File: src/rtl/irqd_pkg.sv
`timescale 1ns/1ps
package irqd_pkg;

  localparam int unsigned ADDR_W = 16;
  localparam int unsigned DATA_W = 32;

  // register windows (byte offsets)
  localparam logic [ADDR_W-1:0] PCI_MAP_BASE = 16'h0C00;
  localparam logic [ADDR_W-1:0] DEV_MAP_BASE = 16'h1000;
  localparam logic [ADDR_W-1:0] PCI_CLR_BASE = 16'h1400;
  localparam logic [ADDR_W-1:0] DEV_CLR_BASE = 16'h1800;

  // fixed low bits of mapping registers
  localparam logic [DATA_W-2:0] PCI_TAG = 31'h7C0;
  localparam logic [DATA_W-2:0] DEV_TAG = 31'h7E0;

  typedef enum logic [2:0] {
    RG_NONE,
    RG_PCI_MAP,
    RG_DEV_MAP,
    RG_PCI_CLR,
    RG_DEV_CLR
  } region_e;

  function automatic logic in_win(input logic [ADDR_W-1:0] a,
                                  input logic [ADDR_W-1:0] base,
                                  input int unsigned span);
    int unsigned ai;
    int unsigned bi;
    ai = {16'b0, a};
    bi = {16'b0, base};
    return (ai >= bi) && (ai < bi + span);
  endfunction

  function automatic region_e decode_region(input logic [ADDR_W-1:0] a,
                                            input int unsigned n_pmap,
                                            input int unsigned n_dev);
    region_e r;
    r = RG_NONE;
    if (a[2]) begin
      if (in_win(a, PCI_MAP_BASE, 8 * n_pmap))       r = RG_PCI_MAP;
      else if (in_win(a, DEV_MAP_BASE, 8 * n_dev))   r = RG_DEV_MAP;
      else if (in_win(a, PCI_CLR_BASE, 32 * n_pmap)) r = RG_PCI_CLR;
      else if (in_win(a, DEV_CLR_BASE, 8 * n_dev))   r = RG_DEV_CLR;
    end
    return r;
  endfunction

endpackage

File: src/rtl/irqd_lowest.sv
`timescale 1ns/1ps
module irqd_lowest #(
  parameter int unsigned W = 64,
  localparam int unsigned IW = (W > 1) ? $clog2(W) : 1
) (
  input  logic [W-1:0]  vec,
  output logic          found,
  output logic [IW-1:0] idx
);

  always_comb begin
    found = |vec;
    idx   = '0;
    for (int i = W - 1; i >= 0; i--) begin
      if (vec[i]) idx = IW'(i);
    end
  end

endmodule

File: src/rtl/irqd_reg_file.sv
`timescale 1ns/1ps
module irqd_reg_file
  import irqd_pkg::*;
#(
  parameter int unsigned N_PMAP = 8,
  parameter int unsigned N_DEV  = 32,
  localparam int unsigned PMW = (N_PMAP > 1) ? $clog2(N_PMAP) : 1,
  localparam int unsigned DVW = (N_DEV > 1) ? $clog2(N_DEV) : 1
) (
  input  logic              clk,
  input  logic              rst,
  input  logic              reg_we,
  input  logic              reg_re,
  input  logic [ADDR_W-1:0] reg_addr,
  input  logic [DATA_W-1:0] reg_wdata,
  output logic [DATA_W-1:0] reg_rdata,
  output logic [N_PMAP-1:0] pci_en_q,
  output logic [N_DEV-1:0]  dev_en_q,
  output logic [N_PMAP-1:0] pci_en_nx,
  output logic [N_DEV-1:0]  dev_en_nx,
  output logic              kill_grp_v,
  output logic [PMW-1:0]    kill_grp,
  output logic              kill_dev_v,
  output logic [DVW-1:0]    kill_dev
);

  region_e        rgn;
  logic [PMW-1:0] pci_sel;
  logic [DVW-1:0] dev_sel;
  logic [PMW-1:0] clr_grp;
  logic [DVW-1:0] clr_dev;
  logic           en_bit;
  logic           unused_wdata_low;

  assign en_bit           = reg_wdata[DATA_W-1];
  assign unused_wdata_low = ^reg_wdata[DATA_W-2:0];

  always_comb begin
    rgn     = decode_region(reg_addr, N_PMAP, N_DEV);
    pci_sel = PMW'((reg_addr - PCI_MAP_BASE) >> 3);
    dev_sel = DVW'((reg_addr - DEV_MAP_BASE) >> 3);
    clr_grp = PMW'((reg_addr - PCI_CLR_BASE) >> 5);
    clr_dev = DVW'((reg_addr - DEV_CLR_BASE) >> 3);
  end

  // next enable state and removal events
  always_comb begin
    pci_en_nx  = pci_en_q;
    dev_en_nx  = dev_en_q;
    kill_grp_v = 1'b0;
    kill_grp   = clr_grp;
    kill_dev_v = 1'b0;
    kill_dev   = clr_dev;
    if (reg_we) begin
      unique case (rgn)
        RG_PCI_MAP: begin
          pci_en_nx[pci_sel] = en_bit;
          kill_grp_v         = !en_bit;
          kill_grp           = pci_sel;
        end
        RG_DEV_MAP: begin
          dev_en_nx[dev_sel] = en_bit;
          kill_dev_v         = !en_bit;
          kill_dev           = dev_sel;
        end
        RG_PCI_CLR: kill_grp_v = 1'b1;
        RG_DEV_CLR: kill_dev_v = 1'b1;
        default: ;
      endcase
    end
  end

  always_ff @(posedge clk) begin
    if (rst) begin
      pci_en_q <= '0;
      dev_en_q <= '0;
    end else begin
      pci_en_q <= pci_en_nx;
      dev_en_q <= dev_en_nx;
    end
  end

  always_ff @(posedge clk) begin
    if (rst) begin
      reg_rdata <= '0;
    end else if (reg_re) begin
      unique case (rgn)
        RG_PCI_MAP: reg_rdata <= {pci_en_q[pci_sel], PCI_TAG | ((DATA_W-1)'(pci_sel) << 2)};
        RG_DEV_MAP: reg_rdata <= {dev_en_q[dev_sel], DEV_TAG + (DATA_W-1)'(dev_sel)};
        default:    reg_rdata <= '0;
      endcase
    end
  end

  assert_unused_reads_zero_R12: assert property (@(posedge clk) disable iff (rst)
    ($past(reg_re) && ($past(rgn) != RG_PCI_MAP) && ($past(rgn) != RG_DEV_MAP))
      |-> (reg_rdata == '0));

  assert_tag_kept_R3: assert property (@(posedge clk) disable iff (rst)
    ($past(reg_re) && ($past(rgn) == RG_PCI_MAP))
      |-> (reg_rdata[DATA_W-2:0] == (PCI_TAG | ((DATA_W-1)'($past(pci_sel)) << 2))));

endmodule

File: src/rtl/irqd_request.sv
`timescale 1ns/1ps
module irqd_request #(
  parameter int unsigned N_PCI   = 32,
  parameter int unsigned PCI_GRP = 4,
  parameter int unsigned N_DEV   = 32,
  localparam int unsigned N_SRC  = N_PCI + N_DEV,
  localparam int unsigned N_PMAP = N_PCI / PCI_GRP,
  localparam int unsigned IW     = $clog2(N_SRC),
  localparam int unsigned GSH    = $clog2(PCI_GRP),
  localparam int unsigned PMW    = (N_PMAP > 1) ? $clog2(N_PMAP) : 1,
  localparam int unsigned DVW    = (N_DEV > 1) ? $clog2(N_DEV) : 1
) (
  input  logic             clk,
  input  logic             rst,
  input  logic [N_SRC-1:0] irq_in,
  input  logic [N_SRC-1:0] src_en_nx,
  input  logic [N_SRC-1:0] src_en_q,
  input  logic             kill_grp_v,
  input  logic [PMW-1:0]   kill_grp,
  input  logic             kill_dev_v,
  input  logic [DVW-1:0]   kill_dev,
  output logic [N_SRC-1:0] req_out
);

  localparam logic [N_SRC-1:0] PCI_MASK = {{N_DEV{1'b0}}, {N_PCI{1'b1}}};

  logic [N_SRC-1:0] pend_q;
  logic             req_v;
  logic [IW-1:0]    req_idx;

  logic [N_SRC-1:0] rise;
  logic [N_SRC-1:0] pci_hot;
  logic [N_SRC-1:0] scan_vec;
  logic             hot_any, scan_any;
  logic [IW-1:0]    hot_idx, scan_idx;
  logic             req_is_pci;
  logic             kill_hit;
  logic             nxt_v;
  logic [IW-1:0]    nxt_idx;

  assign rise     = irq_in & ~pend_q;
  assign pci_hot  = rise & src_en_nx & PCI_MASK;
  assign scan_vec = irq_in & src_en_nx;

  irqd_lowest #(.W(N_SRC)) u_hot (
    .vec(pci_hot), .found(hot_any), .idx(hot_idx)
  );

  irqd_lowest #(.W(N_SRC)) u_scan (
    .vec(scan_vec), .found(scan_any), .idx(scan_idx)
  );

  always_comb begin
    req_is_pci = req_idx < IW'(N_PCI);
    kill_hit   = req_v &&
                 ((kill_grp_v && req_is_pci && ((req_idx >> GSH) == IW'(kill_grp))) ||
                  (kill_dev_v && (req_idx == IW'(N_PCI) + IW'(kill_dev))));
  end

  always_comb begin
    nxt_v   = 1'b0;
    nxt_idx = req_idx;
    if (hot_any) begin
      nxt_v   = 1'b1;
      nxt_idx = hot_idx;
    end else if (req_v && !kill_hit) begin
      nxt_v   = 1'b1;
    end else if (scan_any) begin
      nxt_v   = 1'b1;
      nxt_idx = scan_idx;
    end
  end

  always_ff @(posedge clk) begin
    if (rst) begin
      pend_q  <= '0;
      req_v   <= 1'b0;
      req_idx <= '0;
      req_out <= '0;
    end else begin
      pend_q  <= irq_in;
      req_v   <= nxt_v;
      req_idx <= nxt_idx;
      req_out <= '0;
      if (nxt_v) req_out[nxt_idx] <= 1'b1;
    end
  end

  assert_single_line_R4: assert property (@(posedge clk) disable iff (rst)
    $onehot0(req_out));

  assert_held_stable_R4: assert property (@(posedge clk) disable iff (rst)
    (req_v && !kill_grp_v && !kill_dev_v && !(|(rise & src_en_nx & PCI_MASK)))
      |=> $stable(req_out));

  assert_enabled_only_R8: assert property (@(posedge clk) disable iff (rst)
    (|req_out) |-> ((req_out & src_en_q) == req_out));

  assert_idle_quiet_R8: assert property (@(posedge clk) disable iff (rst)
    (!req_v && !(|(irq_in & src_en_nx))) |=> (req_out == '0));

endmodule

File: src/rtl/irq_dispatch_ctrl.sv
`timescale 1ns/1ps
module irq_dispatch_ctrl
  import irqd_pkg::*;
#(
  parameter int unsigned N_PCI   = 32,
  parameter int unsigned PCI_GRP = 4,
  parameter int unsigned N_DEV   = 32,
  localparam int unsigned N_SRC  = N_PCI + N_DEV,
  localparam int unsigned N_PMAP = N_PCI / PCI_GRP,
  localparam int unsigned PMW    = (N_PMAP > 1) ? $clog2(N_PMAP) : 1,
  localparam int unsigned DVW    = (N_DEV > 1) ? $clog2(N_DEV) : 1
) (
  input  logic              clk,
  input  logic              rst,
  input  logic [N_SRC-1:0]  irq_in,
  input  logic              reg_we,
  input  logic              reg_re,
  input  logic [ADDR_W-1:0] reg_addr,
  input  logic [DATA_W-1:0] reg_wdata,
  output logic [DATA_W-1:0] reg_rdata,
  output logic [N_SRC-1:0]  req_out
);

  logic [N_PMAP-1:0] pci_en_q, pci_en_nx;
  logic [N_DEV-1:0]  dev_en_q, dev_en_nx;
  logic [N_SRC-1:0]  src_en_q, src_en_nx;
  logic              kill_grp_v, kill_dev_v;
  logic [PMW-1:0]    kill_grp;
  logic [DVW-1:0]    kill_dev;

  irqd_reg_file #(.N_PMAP(N_PMAP), .N_DEV(N_DEV)) u_regs (
    .clk(clk), .rst(rst),
    .reg_we(reg_we), .reg_re(reg_re), .reg_addr(reg_addr),
    .reg_wdata(reg_wdata), .reg_rdata(reg_rdata),
    .pci_en_q(pci_en_q), .dev_en_q(dev_en_q),
    .pci_en_nx(pci_en_nx), .dev_en_nx(dev_en_nx),
    .kill_grp_v(kill_grp_v), .kill_grp(kill_grp),
    .kill_dev_v(kill_dev_v), .kill_dev(kill_dev)
  );

  // fan mapping enables out to sources
  for (genvar i = 0; i < N_SRC; i++) begin : g_src_en
    if (i < N_PCI) begin : g_pci
      assign src_en_q[i]  = pci_en_q[i / PCI_GRP];
      assign src_en_nx[i] = pci_en_nx[i / PCI_GRP];
    end else begin : g_dev
      assign src_en_q[i]  = dev_en_q[i - N_PCI];
      assign src_en_nx[i] = dev_en_nx[i - N_PCI];
    end
  end

  irqd_request #(.N_PCI(N_PCI), .PCI_GRP(PCI_GRP), .N_DEV(N_DEV)) u_req (
    .clk(clk), .rst(rst), .irq_in(irq_in),
    .src_en_nx(src_en_nx), .src_en_q(src_en_q),
    .kill_grp_v(kill_grp_v), .kill_grp(kill_grp),
    .kill_dev_v(kill_dev_v), .kill_dev(kill_dev),
    .req_out(req_out)
  );

  assert_reset_idle_R1: assert property (@(posedge clk) disable iff (rst)
    $past(rst) |-> ((req_out == '0) && (pci_en_q == '0) && (dev_en_q == '0)));

endmodule

File: config.mk
export PLATFORM = sky130hd
export DESIGN_NAME = irq_dispatch_ctrl
export DESIGN_NICKNAME = d
export VERILOG_FILES = /design/src/rtl/irqd_pkg.sv /design/src/rtl/irqd_lowest.sv /design/src/rtl/irqd_reg_file.sv /design/src/rtl/irqd_request.sv /design/src/rtl/irq_dispatch_ctrl.sv
export SDC_FILE = /design/constraint.sdc
export NUM_CORES = 1
export LEC_CHECK = 0
export CAP_MARGIN = 20
export CORE_ASPECT_RATIO = 1.5
export CORE_MARGIN = 2
export CORE_UTILIZATION = 30
export DETAILED_ROUTE_END_ITERATION = 12
export DONT_BUFFER_PORTS = 1
export PLACE_DENSITY = 0.43
export SETUP_SLACK_MARGIN = 0.1
export SLEW_MARGIN = 0
export SYNTH_ARGS = -nofsm -noshare
export SYNTH_HDL_FRONTEND = slang
export SYNTH_SLANG_ARGS = --single-unit
File: constraint.sdc
create_clock -name clk -period 5.1 [get_ports clk]
set_input_delay 0.51 -clock clk [delete_from_list [all_inputs] [get_ports clk]]
set_output_delay 0.51 -clock clk [all_outputs]
set_load 0.01 [all_outputs]
# After elaboration in Yosys (flattened, before gate mapping)
# Cells that the tools add are included.
[classes]
bitwise = 5
mux = 132
n_addsub = 6
n_eq_ne = 6
n_reduce_logical = 18
order_cmp = 15
[ops]
columns = ["op", "n"]
rows = [
  ["$mux 6", 98],
  ["$and 32x32->32", 2],
  ["$and 64x64->64", 1],
  ["$mux 32", 2],
  ["$pmux 32 s2", 1],
  ["$reduce_or 64->1", 1],
  ["$ge 16x13->1 const B", 3],
  ["$lt 16x13->1 const B", 3],
  ["$bwmux 32", 1],
  ["$not 32->32", 1],
  ["$reduce_or 32->1", 1],
  ["$sub 8x1->8 const B", 3],
  ["$mux 3", 7],
  ["$ge 16x12->1 const B", 1],
  ["$lt 16x12->1 const B", 1],
  ["$mux 8", 2],
  ["$mux 5", 3],
  ["$add 11x5->12 const A", 1],
  ["$logic_and 1x1->1", 12],
  ["$mux 1", 10],
  ["$bwmux 8", 1],
  ["$lt 6x7->1 const B", 1],
  ["$add 6x5->6 const A", 1],
  ["$demux 1 s6", 1],
  ["other kinds (21)", 24],
]
[word_totals]
ff_bits = 175
in_bits = 116
elab_cells = 189

# Longest topological paths before layout
# Gate-level depths: netlist of run 1.
[logic_depth]
word_depth = 82
depth_mapped = 15

# By module
# A second synthesis of run 1 with hierarchy kept.
[hier_totals]
hier_cells = 1001
area_unflattened_um2 = 8648.3
[by_module_without_submodules]
columns = ["mod", "area_each_um2", "n_inst", "seq_area_each_um2", "cells_per_inst"]
rows = [
  ["irqd_request", 3847.4, 1, 2062.0, 400],
  ["irqd_reg_file", 3026.7, 1, 960.9, 311],
  ["irqd_lowest", 887.1, 2, 0.0, 145],
]

# Worst setup path before layout of run 1
# Ideal clock, no wire load.
[synth_timing]
kind = "input -> register"
from = "input reg_addr[7]"
to = "register u_req.req_out[10]"
arrival_ns = 4.492
n_path_buf = 3
path_stages = 13
t_required_ns = 5.037
slack_ns = 0.545
setup_ns = 0.063
path_cell_list = "buf_2 or4b_1 buf_2 nor4_2 mux2_2 o2bb2ai_1 or2_2 o41ai_4 nor4b_2 or3_1 buf_2 or4_4 nor2_2"
[synth_via]
elab_chain_len = 82
word_cells_on_any_way = 165
[synth_rtl]
columns = ["element", "line", "text"]
rows = [
  ["start: declaration", "irq_dispatch_ctrl.sv:18", "input logic [ADDR_W-1:0] reg_addr,"],
  ["parallel branches: the longest is 82 deep, another holds $sub 8x1->8", "-", ""],
  ["end signal: assignment", "irqd_request.sv:79", "req_out <= '0;"],
  ["end signal: assignment", "irqd_request.sv:84", "req_out <= '0;"],
  ["end signal: indexed assignment", "irqd_request.sv:85", "if (nxt_v) req_out[nxt_idx] <= 1'b1;"],
  ["end: declaration", "irqd_request.sv:22", "output logic [N_SRC-1:0] req_out"],
]
# Several ways; the timed one is not identified.
# A chain may end at the register's enable or synchronous reset.

# Final worst setup path of run 1
[layout_timing]
from = "input reg_addr[14]"
to = "register u_req.req_out[11]"
[layout_via]
elab_chain_len = 82
word_cells_on_any_way = 156
[layout_rtl]
columns = ["element", "line", "text"]
rows = [
  ["$ge 16x13->1 / $lt 16x13->1 (equally long branches)", "irqd_pkg.sv:32", "return (ai >= bi) && (ai < bi + span);"],
  ["$logic_and 1x1->1", "irqd_pkg.sv:32", ""],
  ["$mux 3", "irqd_pkg.sv:44", "else if (in_win(a, DEV_CLR_BASE, 8 * n_dev)) r = RG_DEV_CLR;"],
  ["$mux 3", "irqd_pkg.sv:43", "else if (in_win(a, PCI_CLR_BASE, 32 * n_pmap)) r = RG_PCI_CLR;"],
  ["$mux 3", "irqd_pkg.sv:42", "else if (in_win(a, DEV_MAP_BASE, 8 * n_dev)) r = RG_DEV_MAP;"],
  ["$mux 3 (*)", "irqd_pkg.sv:41", "if (in_win(a, PCI_MAP_BASE, 8 * n_pmap)) r = RG_PCI_MAP;"],
  ["$mux 3 (*)", "irqd_pkg.sv:40", "if (a[2]) begin"],
  ["$eq 3x2->1", "irqd_reg_file.sv:55", "unique case (rgn)"],
  ["[... 3 more ...]", "-", ""],
  ["$mux 6 (64 in series)", "irqd_lowest.sv:15", "if (vec[i]) idx = IW'(i);"],
  ["$mux 6", "irqd_request.sv:68", "end else if (scan_any) begin"],
  ["$mux 6", "irqd_request.sv:66", "end else if (req_v && !kill_hit) begin"],
  ["$mux 6", "irqd_request.sv:63", "if (hot_any) begin"],
  ["$lt 6x7->1 (implied by the code) / $ge 6x1->1 (equally long branches)", "irqd_request.sv:85", ""],
  ["$logic_and 1x1->1 (implied by the code)", "irqd_request.sv:85", ""],
  ["$mux 1 (implied by the code)", "irqd_request.sv:85", ""],
  ["$demux 1 s6", "-", ""],
]
# Mark *: on every way between the ends. The rest lies on a longest branch, timed or not.

==> results.py, run 1 <==
metrics = {
    "timing": {
        "slew_violations": 0,
        "skew_ns": 0.0146,
        "final.min_clock_period_ns": 4.52,
        "relSlewSlack_pct": 34.2,
        "tightest_slew_ns": 0.984,
        "whs_ns": 0.127,
        "rsz0062_at_grt": "no",
        "setup_tns_ns": 0,
        "hold_viol_final": 0,
        "period_share_pct": 88.6,
        "fmax_mhz": 221,
        "setup_viol": 0,
    },
    "synth": {
        "yosys.area.top_type_share_pct": 33.6,
        "ys_types": 83,
        "synth_area_leader_cell": "dfxtp_1",
        "synth.most_common_cell": "nor2_1",
        "synthTopCellsByCount": "nor2_1 (155), dfxtp_1 (151), nand2_1 (83), mux2i_1 (79), nor2b_1 (51)",
        "synth_edf_count": 0,
        "yosysSeqAreaShare_pct": 33.6,
        "synthArstFlopShare_pct": 0,
        "yosysWarnings": 0,
        "yosys_most_used_dff": "dfxtp_1",
        "synthTopCellsByArea": "dfxtp_1 (34%), mux2i_1 (8.8%), nor2_1 (6.5%)",
        "syn-mean-instance-area_sq_um": 8.59,
        "syn_inst": 1047,
        "netlist_area_sq_mm": 0.00900,
        "ys_seq_elements": 151,
    },
    "die": {
        "rows": 77,
        "dieHeight_um": 216,
        "core_area_sq_mm": 0.0295,
        "initial_core_util_pct": 30.5,
        "die-area_sq_mm": 0.0314,
        "die_w_um": 145,
        "pin_count": 212,
    },
    "power_and_ir_drop": {
        "p_leak_nw": 3.46,
        "irDropWorstVdd_uv": 217,
        "power.density_mw_per_mm2": 257,
    },
    "route": {
        "vias_per_cell": 5.30,
        "drc": 0,
        "initialDrtViolationCount": 377,
        "wirelength_um": 29900,
        "drt-pass1-iter-count": 5,
        "vias": 7760,
        "wl_per_cell_um": 20.4,
        "ant_nets": 0,
    },
    "hold_path": {
        "worstHoldStart": "rst",
        "hold_path_end": "u_req.pend_q[0]",
        "min_path_type": "input pin to flip-flop",
        "whs_path_depth": 1,
    },
    "clock_network": {
        "max-clock-path-buffers": 2,
        "clk_pin_slew_ns": 0.07,
        "cts_hold_buf": 0,
        "cts_tree": "done",
        "cts_buffers": 17,
        "root_buffer": "clkbuf_16",
        "cts_setup_buffers": 0,
        "htreeDepth": 4,
        "clock_latency_ns": 0.46,
        "cts.sinks": 151,
        "cts_resized": 0,
    },
    "placement": {
        "routabilityCongestion": 0.824,
        "port_buffers": 0,
        "dp_hpwl_um": 22200,
    },
    "critical_path": {
        "r2r_end": "u_req.req_out[21]",
        "worstSetupPathType": "input pin to flip-flop",
        "start_kind": "input pin",
        "required_ns": 5.49,
        "worstPathArrival_ns": 4.90,
        "r2r-start": "u_req.pend_q[25]",
        "endpoint_kind": "flip-flop",
        "reg2reg_slack_ns": 1.42,
        "worst-path-max-fanout": 31,
        "worstRegToRegCells": 10,
    },
    "global_route": {
        "grt_pass1_wl_um": 46300,
        "antenna_found_initial": 0,
        "grt_usage_pct": 18.9,
        "grt-ovfl-total": 0,
        "grt_pass1_vias": 7785,
        "grt_max_degree": 90,
    },
    "layout": {
        "area_growth_pct": 13.5,
        "num_antenna_cells": 0,
        "nNetsFinal": 1171,
        "layout-drive-gt1-share_pct": 17.3,
    },
    "status": {
        "outcome": "finished clean",
    },
    "run": {
        "cap_violations": 0,
    },
}
-- worst max-delay path, stage by stage --
cell,delay (ns)
or4b_2,0.79
buf_4,0.33
or4_1,0.64
mux2i_1,0.21
nor4_2,0.44
nand4b_4,0.22
o41ai_4,0.47
buf_4,0.19
a221oi_2,0.10
or2_1,0.32
or4_4,0.58
nor2_2,0.09
-- final cells by class --
type                            instances  area, sq um
Clock buffer                           17          425
Fill cell                            3126        19300
Timing Repair Buffer                   60          475
Multi-Input combinational cell        803         5510
Clock inverter                         15          199
Sequential cell                       151         3020
Tap cell                              395          494
Inverter                               22         82.6
-- per-stage QoR --
stage                     cells  worst slack (ns)  power, mW  utilization [%]  cell area, sq um
after floorplan            1066             0.545       1.37                -              9070
after global placement     1431             0.146       1.34             32.5              9590
after detailed placement   1431             0.112       1.34             32.5              9590
after CTS                  1463             0.593       2.67             34.6             10200
after global routing       1463             0.235       2.72             34.6             10200
final                      1463             0.581       2.63             34.6             10200
-- per-layer routing --
| layer | share of wire [%] | up-vias | GRT usage (%) |
|---|---|---|---|
| met5 | 0 | - | 0 |
| met4 | 2.0 | 0 | 6.24 |
| met3 | 5.1 | 30 | 4.27 |
| met2 | 53 | 175 | 34.6 |
| met1 | 40 | 3748 | 21.5 |
| li1 | - | 3807 | - |
-- cell families (layout without fill, tap and decap cells) --
kind of cell	after synthesis	in the layout	synth area share (%)
AO/OA/AOI/OAI	163	163	12.9
XOR/XNOR	6	6	0.584
buffers and inverters	112	114	6.27
flip-flops	151	151	33.6
multiplexers	113	113	14.5
other	1	20	0.0417
AND/OR/NAND/NOR	501	501	32.0
-- how the worst max path moves through the flow --
stage                 start                 to  slack, ns  cells after the start
6_report       reg_addr[14]  u_req.req_out[11]       0.58                     12
3_3_place_gp   reg_addr[14]  u_req.req_out[11]       0.15                     12
3_5_place_dp   reg_addr[14]  u_req.req_out[11]       0.11                     12
4_1_cts        reg_addr[14]  u_req.req_out[11]       0.59                     12
2_1_floorplan   reg_addr[7]  u_req.req_out[10]       0.55                     13
5_1_grt        reg_addr[14]  u_req.req_out[15]       0.24                     12
-- sequential cells by signal, summed over array words and instances (netlist names) --
name	count
u_regs.pci_en_q	8
u_regs.reg_rdata	8
u_req.req_v	1
u_req.req_idx	6
u_regs.dev_en_q	32
u_req.req_out	64
u_req.pend_q	32
-- power breakdown --
part	internal, mW	total (mW)	switching (mW)
registers	1.19	1.20	0.00711
logic	0.0476	0.115	0.0678
clock network	0.669	1.31	0.640
-- layout by cell type (no fill, tap or decap), types with 15 or more instances in the layout --
cell / synthesis / layout
nor2_1: 155 / 155
conb_1: 1 / 20
o22ai_1: 15 / 15
nor3_1: 29 / 29
inv_1: 22 / 22
mux2i_1: 79 / 79
nor4_1: 42 / 42
nand2_1: 83 / 83
buf_4: 25 / 58
nor2b_1: 51 / 51
nor4_2: 25 / 25
o21ai_0: 34 / 34
dfxtp_1: 151 / 151
a211oi_1: 16 / 16
mux2_2: 22 / 22
a21oi_1: 25 / 25
clkbuf_16: 0 / 17
Power figures use the tool's default switching activity.
==> run 2, diff against run 1 <==
Settings changed: CORE_UTILIZATION 30 to 60, PLACE_DENSITY 0.43 to 0.75, REMOVE_ABC_BUFFERS set to 1.
==> run 2 against run 1 <==
Net effect: clock power is essentially flat; via count grew 1.7%; core utilization grew 33 points; combinational power is essentially flat; cell count shrank 15%; clock skew shrank 0.0026 ns; critical path type unchanged; register-to-register slack gained 0.05 ns; count of clock-buffer cells in the layout is the same; sequential share of layout area grew 1.2 points; power grew 0.44%; sequential power is essentially flat.
==> results.py, run 2 (synthesis gave the netlist of run 1 again) <==
metrics = {
    "placement": {
        "port_buffers": 0,
        "placed_area_sq_mm": 0.00918,
        "dp_cells": 1209,
        "routabilityCongestion": 0.951,
        "pre_cts_slack_ns": 0.239,
        "dp_hpwl_um": 17400,
    },
    "critical_path": {
        "worst-path-max-fanout": 43,
        "worstSetupPathType": "input pin to flip-flop",
        "worst-path-buf-inv": 3,
        "crit_family": "simple AND/OR/NAND/NOR gates",
        "worstPathArrival_ns": 4.85,
        "cp_slowest_stage_delay_ns": 0.70,
        "endpoint_kind": "flip-flop",
        "crit_path_top_delay_cell": "or4b_2",
        "path_cells": "or4b_2 > buf_12 > nor4_2 > buf_4 > mux2i_1 > o22ai_1 > or2_2 > o41ai_4 > buf_4 > a221oi_2 > or2_1 > or4_4 > nor2_2",
        "required_ns": 5.47,
        "start_kind": "input pin",
        "crit_top_cell": "buf_4",
    },
    "die": {
        "dieHeight_um": 154,
        "rows": 54,
        "pin_count": 212,
        "initial_core_util_pct": 61.6,
        "die-area_sq_mm": 0.0160,
        "die_w_um": 104,
        "core_area_sq_mm": 0.0146,
    },
    "layout": {
        "fin_util_pct": 67.3,
        "fin_area_sq_mm": 0.00982,
        "final_common_cell": "nor2_1",
        "num_antenna_cells": 0,
        "nNetsFinal": 1148,
        "reg.largest.list": "u_req.req_out (64), u_regs.dev_en_q (32), u_req.pend_q (32)",
        "largest-register": "u_req.req_out",
        "layout-drive-gt1-share_pct": 15.5,
        "largest_register_ffs": 64,
        "fin_cells": 1241,
        "area_growth_pct": 9.11,
        "most-common-layout-cells": "nor2_1 (155), dfxtp_1 (151), nand2_1 (83)",
    },
    "timing": {
        "whs_ns": 0.146,
        "hold_viol_final": 0,
        "final.min_clock_period_ns": 4.49,
        "tightest_slew_ns": 0.836,
        "relSlewSlack_pct": 43.9,
        "rsz0062_at_grt": "no",
        "setup_viol": 0,
        "setup_tns_ns": 0,
        "period_share_pct": 88.0,
        "skew_ns": 0.0120,
        "fmax_mhz": 223,
        "slew_violations": 0,
        "fin_ws_ns": 0.615,
    },
    "clock_network": {
        "htreeDepth": 4,
        "cts_setup_buffers": 0,
        "cts_buffers": 17,
        "cts_resized": 0,
        "clock_latency_ns": 0.43,
        "cts.sinks": 151,
        "clk_pin_slew_ns": 0.08,
        "cts_tree": "done",
        "max-clock-path-buffers": 2,
        "root_buffer": "clkbuf_16",
        "cts_hold_buf": 0,
    },
    "global_route": {
        "grt_pass1_vias": 7648,
        "grt-ovfl-total": 0,
        "grt_max_degree": 90,
        "grt_usage_pct": 29.9,
        "antenna_found_initial": 0,
        "grt_pass1_wl_um": 38800,
    },
    "route": {
        "initialDrtViolationCount": 457,
        "vias_per_cell": 6.36,
        "wirelength_um": 24200,
        "wl_per_cell_um": 19.5,
        "vias": 7894,
        "drt-pass1-iter-count": 7,
        "ant_nets": 0,
        "drc": 0,
    },
    "hold_path": {
        "min_path_type": "input pin to flip-flop",
    },
    "power_and_ir_drop": {
        "power.density_mw_per_mm2": 269,
        "p_leak_nw": 3.35,
        "p_total_mw": 2.64,
        "irDropWorstVdd_uv": 278,
    },
    "status": {
        "outcome": "finished clean",
    },
    "run": {
        "cap_violations": 0,
    },
}
-- run 2: cell count changes in the layout (fill, tap and decap cells not counted) --
cell,previous run,this run
buf_12,2,3
buf_4,58,34
clkinv_4,4,1
inv_12,1,3
inv_6,0,1
-- run 2: power by group --
part           total (mW)  switching [mW]  leakage [nW]  internal, mW
logic               0.115          0.0670          1.82        0.0475
registers            1.20         0.00688          1.23          1.19
clock network        1.32           0.639         0.306         0.683
total                2.64           0.713          3.35          1.92
-- run 2: worst paths after layout --
| path | startpoint | to | slack, ns | cells past startpoint |
|---|---|---|---|---|
| hold reg to reg | u_regs.reg_rdata[1] | u_regs.reg_rdata[1] | 0.52 | 2 |
| setup / recovery | reg_addr[14] | u_req.req_out[11] | 0.61 | 13 |
| setup reg to reg | u_req.pend_q[25] | u_req.req_out[22] | 1.47 | 11 |
| hold / removal | rst | u_regs.dev_en_q[23] | 0.15 | 1 |
-- run 2: per-layer routing --
layer  vias up  track usage [%]  wire length [um]
li1       3755                -                 -
met2       344             51.9             12200
met1      3722             34.7              9190
met4         0             13.3               931
met5         -                0                 0
met3        73             7.42              1850
-- run 2: area by class of cell --
cell class / instances / area (sq um)
Multi-Input combinational cell: 803 / 5510
Fill cell: 1209 / 4780
Sequential cell: 151 / 3020
Clock buffer: 17 / 425
Timing Repair Buffer: 37 / 315
Tap cell: 196 / 245
Clock inverter: 15 / 214
Inverter: 22 / 82.6
==> run 3, diff against run 2 <==
==> constraint.sdc (replaced) <==
create_clock -name clk -period 5.1 [get_ports clk]
set_input_delay 1.02 -clock clk [delete_from_list [all_inputs] [get_ports clk]]
set_output_delay 1.02 -clock clk [all_outputs]
set_load 0.01 [all_outputs]
==> run 3 against run 2 <==
Net effect: fmax down 6.2%; setup slack worse by 0.30 ns; power up 0.48%; core utilization up 4.2 points; clock power about the same; combinational power about the same; critical endpoint is now u_req.req_out[2]; highest routed layer unchanged.
==> results.py, run 3 (synthesis gave the netlist of run 1 again) <==
metrics = {
    "clock_network": {
        "cts.sinks": 151,
        "root_buffer": "clkbuf_16",
        "clk_pin_slew_ns": 0.08,
        "htreeDepth": 4,
        "clock_latency_ns": 0.44,
        "max-clock-path-buffers": 2,
        "cts_tree": "done",
        "cts_buffers": 17,
        "cts_hold_buf": 0,
    },
    "timing": {
        "fmax_mhz": 209,
        "setup_viol": 0,
        "slew_violations": 0,
        "skew_ns": 0.0140,
        "final.min_clock_period_ns": 4.78,
        "whs_ns": 0.520,
        "setup_tns_ns": 0,
        "rsz0062_at_grt": "no",
        "period_share_pct": 93.8,
        "tightest_slew_ns": 0.820,
        "hold_viol_final": 0,
        "relSlewSlack_pct": 44.9,
    },
    "power_and_ir_drop": {
        "p_comb_share_pct": 4.5,
        "p_sw_share_pct": 27.4,
        "clkPwrFrac_pct": 50.2,
        "power.density_mw_per_mm2": 254,
        "p_leak_nw": 3.75,
        "power.switching_mw": 0.726,
        "seqPwrFrac_pct": 45.3,
        "irDropWorstVdd_uv": 316,
        "p_int_mw": 1.92,
    },
    "global_route": {
        "grt_max_degree": 90,
        "antenna_found_initial": 0,
        "grt_pass1_vias": 8027,
        "grt_pass1_wl_um": 40100,
        "grt_usage_pct": 30.9,
        "grt-ovfl-total": 0,
    },
    "critical_path": {
        "path_cells": "or4b_2 > buf_4 > buf_4 > nor4_1 > buf_4 > mux2i_1 > a2111oi_2 > buf_4 > or3b_1 > a311o_1 > or3_1 > o311a_1 > buf_12 > nor4_1",
        "crit_path_top_delay_cell": "or4b_2",
        "start_kind": "input pin",
        "worstSetupPathType": "input pin to flip-flop",
        "required_ns": 5.43,
        "worst-path-buf-inv": 5,
        "r2r-start": "u_req.pend_q[25]",
        "crit_start": "reg_addr[14]",
        "crit_family": "simple AND/OR/NAND/NOR gates",
        "worstPathArrival_ns": 5.12,
        "crit_top_cell": "buf_4",
        "cp_slowest_stage_delay_ns": 0.65,
        "worst-path-max-fanout": 24,
        "endpoint_kind": "flip-flop",
    },
    "route": {
        "initialDrtViolationCount": 556,
        "vias_per_cell": 6.32,
        "wl_per_cell_um": 19.1,
        "vias": 8342,
        "drc": 0,
        "drt-pass1-iter-count": 6,
        "ant_nets": 0,
        "wirelength_um": 25200,
    },
    "layout": {
        "area_growth_pct": 15.9,
        "reg.largest.list": "u_req.req_out (64), u_regs.dev_en_q (32), u_req.pend_q (32)",
        "largest-register": "u_req.req_out",
        "final_common_cell": "nor2_1",
        "num_antenna_cells": 0,
        "layout-drive-gt1-share_pct": 21.5,
        "nNetsFinal": 1226,
        "fillers": 1146,
        "most-common-layout-cells": "nor2_1 (155), dfxtp_1 (151), buf_4 (111)",
        "largest_register_ffs": 64,
    },
    "run": {
        "cap_violations": 0,
    },
    "hold_path": {
        "min_path_type": "flip-flop to flip-flop",
        "worstHoldStart": "u_regs.reg_rdata[0]",
    },
    "die": {
        "die-area_sq_mm": 0.0160,
        "die_w_um": 104,
        "rows": 54,
        "core_area_sq_mm": 0.0146,
        "pin_count": 212,
        "initial_core_util_pct": 61.6,
        "dieHeight_um": 154,
    },
    "placement": {
        "dp_hpwl_um": 18300,
        "routabilityCongestion": 0.960,
        "port_buffers": 0,
    },
    "status": {
        "outcome": "finished clean",
    },
}
-- run 3: worst min-delay path, stage by stage, from the launching register on --
cell      delay (ns)
dfxtp_1         0.34
nand2b_1        0.08
a21oi_1         0.05
-- run 3: power groups by stage --
stage                     Sequential [mW]  Clock (mW)  Combinational, mW
after floorplan                      1.23           0             0.0943
after global placement               1.23           0              0.112
after detailed placement             1.23           0              0.115
after CTS                            1.20        1.34              0.117
after global routing                 1.20        1.39              0.130
final                                1.20        1.33              0.118
-- run 3: through the flow --
| step | setup WS (ns) | cell area [sq um] | instances | utilization (%) | total power [mW] |
|---|---|---|---|---|---|
| 4_1_cts | 0.329 | 10400 | 1319 | 71.4 | 2.66 |
| 3_5_place_dp | -0.119 | 9770 | 1287 | 67.0 | 1.34 |
| 6_report | 0.318 | 10400 | 1319 | 71.4 | 2.65 |
| 3_3_place_gp | -0.0323 | 9770 | 1287 | 67.0 | 1.34 |
| 5_1_grt | 0.131 | 10400 | 1319 | 71.4 | 2.72 |
| 2_1_floorplan | -1.67 | 8590 | 976 | - | 1.32 |
-- run 3: path summary, 6_finish.rpt --
path	end	slack, ns	cells past startpoint
setup / recovery	u_req.req_out[2]	0.32	14
hold / removal	u_regs.reg_rdata[0]	0.52	2
setup reg to reg	u_req.req_out[2]	1.49	11
hold reg to reg	u_regs.reg_rdata[0]	0.52	2
-- run 3: repair_timing --
| action | CTS | global route |
|---|---|---|
| endpoints found under the setup margin | 0 | 1 |
| gates resized for setup | 0 | 1 |
| buffers inserted | 0 | 0 |
-- run 3: final cells by class --
class	count	area [sq um]	share of cell area [%]
timing repair buffer	115	913	8.76
clock inverter	15	216	2.08
clock buffer	17	425	4.08
inverter	22	82.6	0.792
tap	196	245	2.35
sequential	151	3020	29.0
multi-input combinational	803	5520	52.9
-- run 3: metal layers --
| layer | part of all wire, % | up-vias | GRT usage (%) | wire length, um |
|---|---|---|---|---|
| li1 | - | 3924 | - | - |
| met1 | 38 | 3968 | 35.3 | 9560 |
| met3 | 7.4 | 74 | 6.70 | 1880 |
| met2 | 51 | 376 | 54.7 | 12800 |
| met4 | 3.8 | 0 | 14.3 | 960 |
| met5 | 0 | - | 0 | 0 |
